### src/rtl/mac_pkg.sv
package mac_pkg;
  typedef enum logic [2:0] {SRC_A, SRC_B, SRC_C, SRC_M, SRC_Z, SRC_P} src_e;
  typedef enum logic [1:0] {DST_NONE, DST_M, DST_Z} dst_e;

  typedef struct packed {
    logic valid;
    src_e mul_a;
    src_e mul_b;
    src_e add_x;
    src_e add_y;
    logic sub;
    dst_e dst;
  } ctl_t;

  localparam int NREG  = 5;
  localparam int REG_A = 0;
  localparam int REG_B = 1;
  localparam int REG_C = 2;
  localparam int REG_M = 3;
  localparam int REG_Z = 4;
endpackage

### src/rtl/mac_decode.sv
module mac_decode
  import mac_pkg::*;
(
  input  logic [3:0] op_i,
  output ctl_t       ctl_o
);
  always_comb begin
    ctl_o.valid = 1'b1;
    ctl_o.mul_a = SRC_A;
    ctl_o.mul_b = SRC_B;
    ctl_o.add_x = SRC_B;
    ctl_o.add_y = SRC_C;
    ctl_o.sub   = 1'b0;
    ctl_o.dst   = DST_Z;
    case (op_i)
      4'd0: ;
      4'd1: ctl_o.sub = 1'b1;
      4'd2: ctl_o.add_x = SRC_Z;
      4'd3: begin ctl_o.add_x = SRC_Z; ctl_o.sub = 1'b1; end
      4'd4: ctl_o.add_x = SRC_M;
      4'd5: begin ctl_o.add_x = SRC_M; ctl_o.sub = 1'b1; end
      4'd6: ctl_o.dst = DST_M;
      4'd7: begin ctl_o.mul_a = SRC_M; ctl_o.dst = DST_M; end
      4'd8: begin ctl_o.mul_a = SRC_Z; ctl_o.mul_b = SRC_A; ctl_o.dst = DST_M; end
      4'd9: ctl_o.add_x = SRC_P;
      4'd10: begin ctl_o.add_x = SRC_P; ctl_o.sub = 1'b1; end
      4'd11: begin ctl_o.add_x = SRC_P; ctl_o.add_y = SRC_Z; end
      4'd12: begin
        ctl_o.mul_a = SRC_Z;
        ctl_o.mul_b = SRC_A;
        ctl_o.add_x = SRC_P;
      end
      default: begin
        ctl_o.valid = 1'b0;
        ctl_o.dst   = DST_NONE;
      end
    endcase
  end
endmodule

### src/rtl/mac_regs.sv
module mac_regs
  import mac_pkg::*;
#(
  parameter int DW = 32,
  parameter int AW = 5
) (
  input  logic          clk_i,
  input  logic          rst_ni,
  input  logic          we_i,
  input  logic [AW-1:0] addr_i,
  input  logic [7:0]    wdata_i,
  input  logic          busy_i,
  input  logic          commit_i,
  input  dst_e          cdst_i,
  input  logic [DW-1:0] cres_i,
  output logic [DW-1:0] a_o,
  output logic [DW-1:0] b_o,
  output logic [DW-1:0] c_o,
  output logic [DW-1:0] m_o,
  output logic [DW-1:0] z_o,
  output logic          ctrl_we_o,
  output logic [7:0]    rdata_o
);
  localparam int NB        = DW / 8;
  localparam int CTRL_ADDR = NREG * NB;
  localparam int STAT_ADDR = CTRL_ADDR + 1;

  logic [DW-1:0] regs_q [NREG];

  always_ff @(posedge clk_i or negedge rst_ni) begin
    if (!rst_ni) begin
      for (int r = 0; r < NREG; r++) regs_q[r] <= '0;
    end else begin
      for (int r = 0; r < NREG; r++) begin
        // a committing result wins over a same-cycle bus write
        if (commit_i && ((r == REG_M && cdst_i == DST_M) ||
                         (r == REG_Z && cdst_i == DST_Z))) begin
          regs_q[r] <= cres_i;
        end else begin
          for (int b = 0; b < NB; b++)
            if (we_i && addr_i == AW'(r * NB + b)) regs_q[r][b*8 +: 8] <= wdata_i;
        end
      end
    end
  end

  always_comb begin
    rdata_o = 8'h00;
    for (int r = 0; r < NREG; r++)
      for (int b = 0; b < NB; b++)
        if (addr_i == AW'(r * NB + b)) rdata_o = regs_q[r][b*8 +: 8];
    if (addr_i == AW'(STAT_ADDR)) rdata_o = {7'b0, busy_i};
  end

  assign a_o       = regs_q[REG_A];
  assign b_o       = regs_q[REG_B];
  assign c_o       = regs_q[REG_C];
  assign m_o       = regs_q[REG_M];
  assign z_o       = regs_q[REG_Z];
  assign ctrl_we_o = we_i && addr_i == AW'(CTRL_ADDR);

  logic m_bus_wr;
  assign m_bus_wr = we_i && addr_i >= AW'(REG_M * NB) && addr_i < AW'(REG_M * NB + NB);

  // M only moves on a bus write or a product commit
  a_r9_m_hold: assert property (@(posedge clk_i) disable iff (!rst_ni)
    (!m_bus_wr && !(commit_i && cdst_i == DST_M)) |=> $stable(m_o));
endmodule

### src/rtl/mac_pipe.sv
module mac_pipe
  import mac_pkg::*;
#(
  parameter int DW     = 32,
  parameter int FRAC   = 16,
  parameter int STAGES = 6
) (
  input  logic          clk_i,
  input  logic          rst_ni,
  input  logic          launch_i,
  input  ctl_t          ctl_i,
  input  logic [DW-1:0] a_i,
  input  logic [DW-1:0] b_i,
  input  logic [DW-1:0] c_i,
  input  logic [DW-1:0] m_i,
  input  logic [DW-1:0] z_i,
  output logic          commit_o,
  output dst_e          dst_o,
  output logic [DW-1:0] res_o,
  output logic          busy_o
);
  localparam int DLY = STAGES - 3;  // STAGES >= 4

  function automatic logic [DW-1:0] pick(src_e s, logic [DW-1:0] a, logic [DW-1:0] b,
                                         logic [DW-1:0] c, logic [DW-1:0] m, logic [DW-1:0] z);
    case (s)
      SRC_A:   return a;
      SRC_B:   return b;
      SRC_C:   return c;
      SRC_M:   return m;
      SRC_Z:   return z;
      default: return '0;
    endcase
  endfunction

  logic go, busy_q;
  assign go = launch_i && ctl_i.valid && !busy_q;

  // stage 1: operand capture
  logic          v1, px1, sub1;
  logic [DW-1:0] ma1, mb1, x1, y1;
  dst_e          dst1;
  // stage 2: product
  logic          v2, px2, sub2;
  logic [DW-1:0] prod2, x2, y2;
  dst_e          dst2;
  // stage 3: sum
  logic          v3;
  logic [DW-1:0] res3;
  dst_e          dst3;
  // alignment delay
  logic          dv_q   [DLY];
  logic [DW-1:0] dres_q [DLY];
  dst_e          ddst_q [DLY];

  logic signed [2*DW-1:0] full;
  logic [DW-1:0] opx, sum;
  assign full = $signed({{DW{ma1[DW-1]}}, ma1}) * $signed({{DW{mb1[DW-1]}}, mb1});
  assign opx  = px2 ? prod2 : x2;
  assign sum  = sub2 ? opx - y2 : opx + y2;

  always_ff @(posedge clk_i or negedge rst_ni) begin
    if (!rst_ni) begin
      v1 <= 1'b0; px1 <= 1'b0; sub1 <= 1'b0; dst1 <= DST_NONE;
      ma1 <= '0; mb1 <= '0; x1 <= '0; y1 <= '0;
      v2 <= 1'b0; px2 <= 1'b0; sub2 <= 1'b0; dst2 <= DST_NONE;
      prod2 <= '0; x2 <= '0; y2 <= '0;
      v3 <= 1'b0; res3 <= '0; dst3 <= DST_NONE;
      for (int i = 0; i < DLY; i++) begin
        dv_q[i] <= 1'b0; dres_q[i] <= '0; ddst_q[i] <= DST_NONE;
      end
    end else begin
      v1 <= go;
      if (go) begin
        ma1  <= pick(ctl_i.mul_a, a_i, b_i, c_i, m_i, z_i);
        mb1  <= pick(ctl_i.mul_b, a_i, b_i, c_i, m_i, z_i);
        x1   <= pick(ctl_i.add_x, a_i, b_i, c_i, m_i, z_i);
        y1   <= pick(ctl_i.add_y, a_i, b_i, c_i, m_i, z_i);
        px1  <= ctl_i.add_x == SRC_P;
        sub1 <= ctl_i.sub;
        dst1 <= ctl_i.dst;
      end
      v2 <= v1; prod2 <= DW'(full >>> FRAC);
      x2 <= x1; y2 <= y1; px2 <= px1; sub2 <= sub1; dst2 <= dst1;
      v3 <= v2; res3 <= (dst2 == DST_M) ? prod2 : sum; dst3 <= dst2;
      for (int i = 0; i < DLY; i++) begin
        dv_q[i]   <= (i == 0) ? v3   : dv_q[i-1];
        dres_q[i] <= (i == 0) ? res3 : dres_q[i-1];
        ddst_q[i] <= (i == 0) ? dst3 : ddst_q[i-1];
      end
    end
  end

  assign commit_o = dv_q[DLY-1];
  assign res_o    = dres_q[DLY-1];
  assign dst_o    = ddst_q[DLY-1];

  always_ff @(posedge clk_i or negedge rst_ni) begin
    if (!rst_ni)       busy_q <= 1'b0;
    else if (go)       busy_q <= 1'b1;
    else if (commit_o) busy_q <= 1'b0;
  end
  assign busy_o = busy_q;

  logic [DLY-1:0] dv_vec;
  always_comb for (int i = 0; i < DLY; i++) dv_vec[i] = dv_q[i];

  // at most one operation anywhere in the pipeline
  a_r7_single_flight: assert property (@(posedge clk_i) disable iff (!rst_ni)
    $onehot0({v1, v2, v3, dv_vec}));
  // launch raises busy, commit drops it
  a_r6_busy_rise: assert property (@(posedge clk_i) disable iff (!rst_ni)
    go |=> busy_o);
  a_r6_busy_fall: assert property (@(posedge clk_i) disable iff (!rst_ni)
    commit_o |=> !busy_o);
  a_r6_commit_in_busy: assert property (@(posedge clk_i) disable iff (!rst_ni)
    commit_o |-> busy_o);
endmodule

### src/rtl/mac_copro.sv
module mac_copro
  import mac_pkg::*;
#(
  parameter int DW     = 32,
  parameter int FRAC   = 16,
  parameter int STAGES = 6,
  parameter int AW     = 5
) (
  input  logic          clk_i,
  input  logic          rst_ni,
  input  logic          we_i,
  input  logic [AW-1:0] addr_i,
  input  logic [7:0]    wdata_i,
  output logic [7:0]    rdata_o,
  output logic          busy_o
);
  logic [DW-1:0] a, b, c, m, z, res;
  logic          ctrl_we, commit;
  dst_e          cdst;
  ctl_t          ctl;

  mac_regs #(.DW(DW), .AW(AW)) i_regs (
    .clk_i, .rst_ni, .we_i, .addr_i, .wdata_i,
    .busy_i(busy_o), .commit_i(commit), .cdst_i(cdst), .cres_i(res),
    .a_o(a), .b_o(b), .c_o(c), .m_o(m), .z_o(z),
    .ctrl_we_o(ctrl_we), .rdata_o
  );

  mac_decode i_decode (.op_i(wdata_i[3:0]), .ctl_o(ctl));

  mac_pipe #(.DW(DW), .FRAC(FRAC), .STAGES(STAGES)) i_pipe (
    .clk_i, .rst_ni, .launch_i(ctrl_we), .ctl_i(ctl),
    .a_i(a), .b_i(b), .c_i(c), .m_i(m), .z_i(z),
    .commit_o(commit), .dst_o(cdst), .res_o(res), .busy_o
  );

  // an unused code never raises busy
  a_r9_bad_code_idle: assert property (@(posedge clk_i) disable iff (!rst_ni)
    (ctrl_we && !ctl.valid && !busy_o) |=> !busy_o);
endmodule

### config.mk
export PLATFORM = sky130hd
export DESIGN_NAME = mac_copro
export DESIGN_NICKNAME = d
export VERILOG_FILES = /design/src/rtl/mac_pkg.sv /design/src/rtl/mac_decode.sv /design/src/rtl/mac_regs.sv /design/src/rtl/mac_pipe.sv /design/src/rtl/mac_copro.sv
export SDC_FILE = /design/constraint.sdc
export NUM_CORES = 2
export LEC_CHECK = 0
export BUFFER_PORTS_ARGS = -buffer_cell sky130_fd_sc_hd__buf_2
export CORE_UTILIZATION = 40
export DETAILED_ROUTE_END_ITERATION = 8
export GPL_TIMING_DRIVEN = 0
export PLACE_DENSITY = 0.6
export SKIP_CTS_REPAIR_TIMING = 1
export SLEW_MARGIN = 10
export SYNTH_ARGS = -nofsm -noshare
export SYNTH_HDL_FRONTEND = slang
export SYNTH_SLANG_ARGS = --single-unit
### constraint.sdc
create_clock -name clk_i -period 9.6 [get_ports clk_i]
set_input_delay 1.44 -clock clk_i [delete_from_list [all_inputs] [get_ports clk_i]]
set_output_delay 1.44 -clock clk_i [all_outputs]
set_load 0.005 [all_outputs]
# Yosys cells after proc, flatten, opt, wreduce, memory -nomap -nowiden
# Index checks and enable logic that the tools add are counted.
# word_totals
word_cells	200
out_inout_bits	9
ff_bits	535
# classes
muxes	47
mul	1
eq_ne	53
n_reduce_logical	49
add_sub_neg	2
# op_table
op	count
$pmux W32 S5	4
$mux W8	29
$mux W32	5
$mul A32 B32 Y48	1
$eq A5 B4 Y1 const B	8
$add A32 B32 Y32	1
$sub A32 B32 Y32	1
$eq A5 B5 Y1 const B	6
$logic_and A1 B1 Y1	25
$eq A4 B4 Y1 const B	5
$eq A5 B3 Y1 const B	4
$eq A3 B2 Y1 const B	6
$reduce_bool A2 Y1	9
$eq A4 B3 Y1 const B	4
$reduce_or A13 Y1	1
$eq A3 B3 Y1 const B	4
$logic_not A3 Y1	4
$eq A5 B2 Y1 const B	2
$reduce_or A10 Y1	1
$eq A3 B1 Y1 const B	3
$pmux W3 S3	1
$eq A4 B2 Y1 const B	2
$reduce_or A4 Y1	2
$pmux W3 S2	1
15 further kinds	23

# Logic depth before layout (Yosys ltp)
# logic_depth
ltp_word	22
mapped_depth	28

# Hierarchy
# Synthesis repeated with hierarchy kept, for this count alone.
# hier_totals
cells_unflattened	5580
area_unflattened_um2	55216.7
# modules_own_cells
module	seq_area_each_um2	cells_per_inst	area_per_inst_um2	n_inst
mac_pipe	9384.0	4757	46527.1	1
mac_regs	4003.8	794	8491.9	1
mac_decode	0.0	29	197.7	1

# Least setup slack after synthesis
# No wires, ideal clock.
# synth_path
path_kind	flip-flop to flip-flop
startpoint	reg i_pipe.ma1[9]
endpoint	reg i_pipe.prod2[29]
t_arrival_ps	6961
stages_incl_launch_ff	27
path_slack_ps	2512
synth_period_minus_slack_ps	7088
cell_sequence	dfrtp_1 clkbuf_1 nand2_1 fa_1 inv_1 fa_1 fa_1 inv_1 fa_1 inv_1 fa_1 inv_1 fa_1 inv_1 fa_1 fa_1 ha_1 a211oi_2 o21ai_1 a21oi_2 a211oi_1 o41a_1 o21ai_2 a21oi_2 o41ai_4 o21bai_1 xor2_1
# synth_via
elab_chain_cells	1
# synth_rtl
element	line_no	source
start, declared	mac_pipe.sv:41	logic [DW-1:0] ma1, mb1, x1, y1;
start signal, assigned	mac_pipe.sv:75	ma1 <= pick(ctl_i.mul_a, a_i, b_i, c_i, m_i, z_i);
$mul A32 B32 Y48	mac_pipe.sv:58	assign full = $signed({{DW{ma1[DW-1]}}, ma1}) * $signed({{DW{mb1[DW-1]}}, mb1});
via i_pipe.full[45]	mac_pipe.sv:56	logic signed [2*DW-1:0] full;
end signal, assigned	mac_pipe.sv:83	v2 <= v1; prod2 <= DW'(full >>> FRAC);
end, declared	mac_pipe.sv:45	logic [DW-1:0] prod2, x2, y2;
# The timed path passes the listed nets, and every way through them passes these cells.
# A chain may end at the register's enable or synchronous reset.

# Worst setup path after layout
# layout_path
startpoint	reg i_pipe.mb1[12]
endpoint	reg i_pipe.prod2[20]
# layout_via
elab_chain_cells	1
# layout_rtl
element	line_no	source
start, declared	mac_pipe.sv:41	
start signal, assigned	mac_pipe.sv:76	mb1 <= pick(ctl_i.mul_b, a_i, b_i, c_i, m_i, z_i);
$mul A32 B32 Y48	mac_pipe.sv:58	
via i_pipe.full[36]	mac_pipe.sv:56	
# The timed path passes the listed nets, and every way through them passes these cells.

==> impl_metrics.ini <==
[setup_path]
r2r_end = i_pipe.prod2[20]
r2r_slack_ns = -0.16
critPathLaunchType = flip-flop
required_ns = 10.01
reg2reg_depth = 24
endpoint_kind = flip-flop
cp.arrival_ns = 10.17
path_class = reg -> reg
path_max_fanout = 10
r2r-start = i_pipe.mb1[12]

[clock_network]
clk_path_buf_depth = 3
root_buffer = clkbuf_16
htree_levels = 2
numCtsBuffers = 56
insertion_delay_ns = 0.68
cts_tree = done
path_clk_slew_ns = 0.06
cts_sinks = 535

[outcome]
violations = negative setup slack
status = finished, violations left

[detailed_routing]
route.detailed.drc = 0
drt_pass1_iterations = 9
avgRoutedWirePerCell_um = 28.7
vias = 39031
viasPerCell = 5.61
drtAntennaViolNets = 0
routed_wl_um = 200000
dr.first_iter.drc_count = 4871

[place]
gp_congestion = 1.05
placed_cell_area_mm2 = 0.0538
dpl_worst_slack_ns = -0.106
port-buffer-count = 15
hpwl_um = 160000
numPlacedInstances = 6814

[layout]
final_nets = 6260
multiInputGateArea_mm2 = 0.0340
final_area_mm2 = 0.0560
post-route-util_pct = 43.8
fillCellCount = 12375
layout-drive-gt1-share_pct = 5.21
area_delta_synth_final_pct = 8.69
seqCellArea_mm2 = 0.0134
stdcell_count = 6955

[logic_synthesis]
ys_ff_latch = 535
synth-edff-count = 0
ys_top_cells_by_area = fa_1 (33%), dfrtp_1 (26%), inv_1 (5.9%)
seq_area_frac_synth_pct = 26.0
syn_area_mm2 = 0.0515
synthCells = 5132
yosysTopAreaCell = fa_1
yosysUniqueCellTypes = 78
yosys.area.top_type_share_pct = 32.6
yosysWarnings = 0
synth_nets = 6182
avgSynthCellArea_um2 = 10.0
synth_flop_cell = dfrtp_1
synthArstFlopShare_pct = 100

[pwr]
p_clk_share_pct = 42.7
combPwrFrac_pct = 10.1
switching_power_mw = 1.66
p_leak_nw = 26.7
peakVddDrop_mv = 0.185
p_int_mw = 4.04
pwr-share-seq_pct = 47.2
switching_share_pct = 29.1
p_per_area_mw_per_mm2 = 102
p_total_mw = 5.70

[sta]
setup_viol = 2
period_minus_slack_ns = 9.76
timing.final.ws_setup_ns = -0.162
slew_viol_final = 0
hold_violations = 0
clock.fmax_mhz = 102
tightest_slew_ns = 1.37
slew_headroom_pct = 8.71
clock_skew_ns = 0.0666
period_share_pct = 102

[floorplanning]
die_height_um = 361
rows = 131
ioPinCount = 25
initial_core_util_pct = 40.3
die_w_um = 361
dieArea_mm2 = 0.130
coreArea_mm2 = 0.128

[global_routing]
grt.overflow.total = 0
grt_usage_pct = 31.2
antenna_found_initial = 33
grt_pass1_vias = 39908
grt_pass1_wl_um = 289000
grt_max_degree = 116

[worst_hold_path]
hold_depth = 0
holdCritPathClass = reg -> reg
min_to = i_pipe.dres_q[54]
hp-start = i_pipe.dres_q[86]

[flow_run]
max_cap_viol_count = 0
[per-stage QoR]
stage	hold slack, ns	setup TNS (ns)
floorplan	0.331	0
global placement	0.332	-2126.70
detailed placement	0.335	-0.151
CTS	0.322	-0.204
global route	0.332	-0.195
finish	0.331	-0.216
[worst max path at each step]
stage,from,to,depth (start not counted)
6_report,i_pipe.mb1[12],i_pipe.prod2[20],24
3_3_place_gp,rst_ni,i_pipe.res3[17],1
5_1_grt,i_pipe.mb1[12],i_pipe.prod2[20],24
2_1_floorplan,i_pipe.ma1[9],i_pipe.prod2[29],26
3_5_place_dp,i_pipe.ma1[19],i_pipe.prod2[22],20
4_1_cts,i_pipe.ma1[19],i_pipe.prod2[22],20
[flip-flops by register name, summed over array words and instances (netlist names), 4 cells and up]
name	cells
i_pipe.dres_q	64
i_pipe.ma1	32
i_pipe.mb1	32
i_pipe.prod2	32
i_pipe.res3	32
i_pipe.res_o	32
i_pipe.x1	32
i_pipe.x2	32
i_pipe.y1	32
i_pipe.y2	32
i_regs.a_o	32
i_regs.b_o	32
i_regs.c_o	32
i_regs.m_o	32
i_regs.z_o	32
i_pipe.ddst_q	4
[layout make-up]
cell class / instances / share of cell area, %
Clock inverter: 28 / 0.885
Sequential cell: 535 / 23.9
Tap cell: 1662 / 3.71
Antenna cell: 36 / 0.161
Multi-Input combinational cell: 3494 / 60.7
Inverter: 811 / 5.44
Clock buffer: 77 / 2.80
Buffer: 292 / 1.98
Timing Repair Buffer: 20 / 0.398
[layout by cell type (no fill, tap or decap), drive strengths merged, types with 5 or more instances in the layout]
master  Yosys  layout
bufinv      0      10
clkinv      0      11
or3        10      10
nand3b      6       6
o21bai      6       6
ha        195     195
nand3      25      25
a31oi      42      42
nor2      206     206
nand2b     25      25
nand4      16      16
a221oi     10      10
mux2i     133     133
xor2       32      32
a211oi     13      13
a41oi       5       5
diode       0      36
a21oi     160     160
o21ai     186     186
dfrtp     535     535
nor2b      23      23
a222oi     36      36
buf        20      40
inv       811     816
o31ai       6       6
nor3       34      34
clkbuf    272     349
o22ai       5       5
nand2     669     669
mux2      116     116
o21a       11      11
and2      455     455
o41ai       5       5
fa        839     839
a22oi      65      65
xnor2      95      95
a21o       15      15
[power by group through the flow]
stage          combinational, mW  sequential (mW)  clock (mW)
2_1_floorplan              0.332             2.54           0
3_3_place_gp               0.550             2.70           0
3_5_place_dp               0.565             2.70           0
4_1_cts                    0.568             2.66        2.46
5_1_grt                    0.612             2.68        2.55
6_report                   0.577             2.69        2.43
[layer usage]
layer	GRT usage (%)	part of all wire (%)	vias to the layer above
li1	-	-	16155
met1	44.0	41	20129
met2	45.3	42	2251
met3	6.53	10	488
met4	16.0	6.4	8
met5	0	0.028	-
[logic make-up (layout without fill, tap and decap cells)]
| kind of cell | count (synthesis) | in the layout | synth area share [%] |
|---|---|---|---|
| compound gates | 591 | 591 | 7.44 |
| mux | 250 | 250 | 5.16 |
| simple gates | 1492 | 1492 | 13.9 |
| xor+xnor | 127 | 127 | 2.16 |
| fa+ha+maj | 1034 | 1034 | 37.3 |
| other cells | 0 | 36 | 0 |
| flops | 535 | 535 | 26.0 |
| buf+inv | 1103 | 1228 | 8.05 |
[cell usage after synthesis (11+ instances only)]
cell	n
dfrtp_1	535
o21ai_1	14
o21ai_0	167
nor2b_1	22
a222oi_1	36
mux2_2	116
fa_1	839
a31oi_1	42
nand2b_1	25
nor2_1	204
clkbuf_1	272
inv_1	810
a21o_1	15
and2_1	455
nor3_1	30
xor2_1	32
a22oi_1	65
o21a_1	11
buf_1	14
ha_1	195
a21oi_1	157
nand4_1	16
nand3_1	25
mux2i_1	133
nand2_1	669
xnor2_1	95
[worst max-delay path, stage by stage (launching register included)]
cell	delay [ns]
dfrtp_1	0.88
clkbuf_1	1.00
nand2_1	0.23
fa_1	0.56
inv_1	0.06
fa_1	0.36
inv_1	0.08
fa_1	0.47
fa_1	0.50
inv_1	0.04
ha_1	0.27
ha_1	0.32
fa_1	0.49
inv_1	0.05
fa_1	0.47
inv_1	0.04
ha_1	0.35
o211ai_1	0.18
a21oi_1	0.19
o21ai_0	0.27
o311ai_1	0.40
nand3_1	0.23
o31ai_2	0.87
nor2_1	0.16
xnor2_1	1.07
No activity file was read; power rests on OpenSTA's default activity.
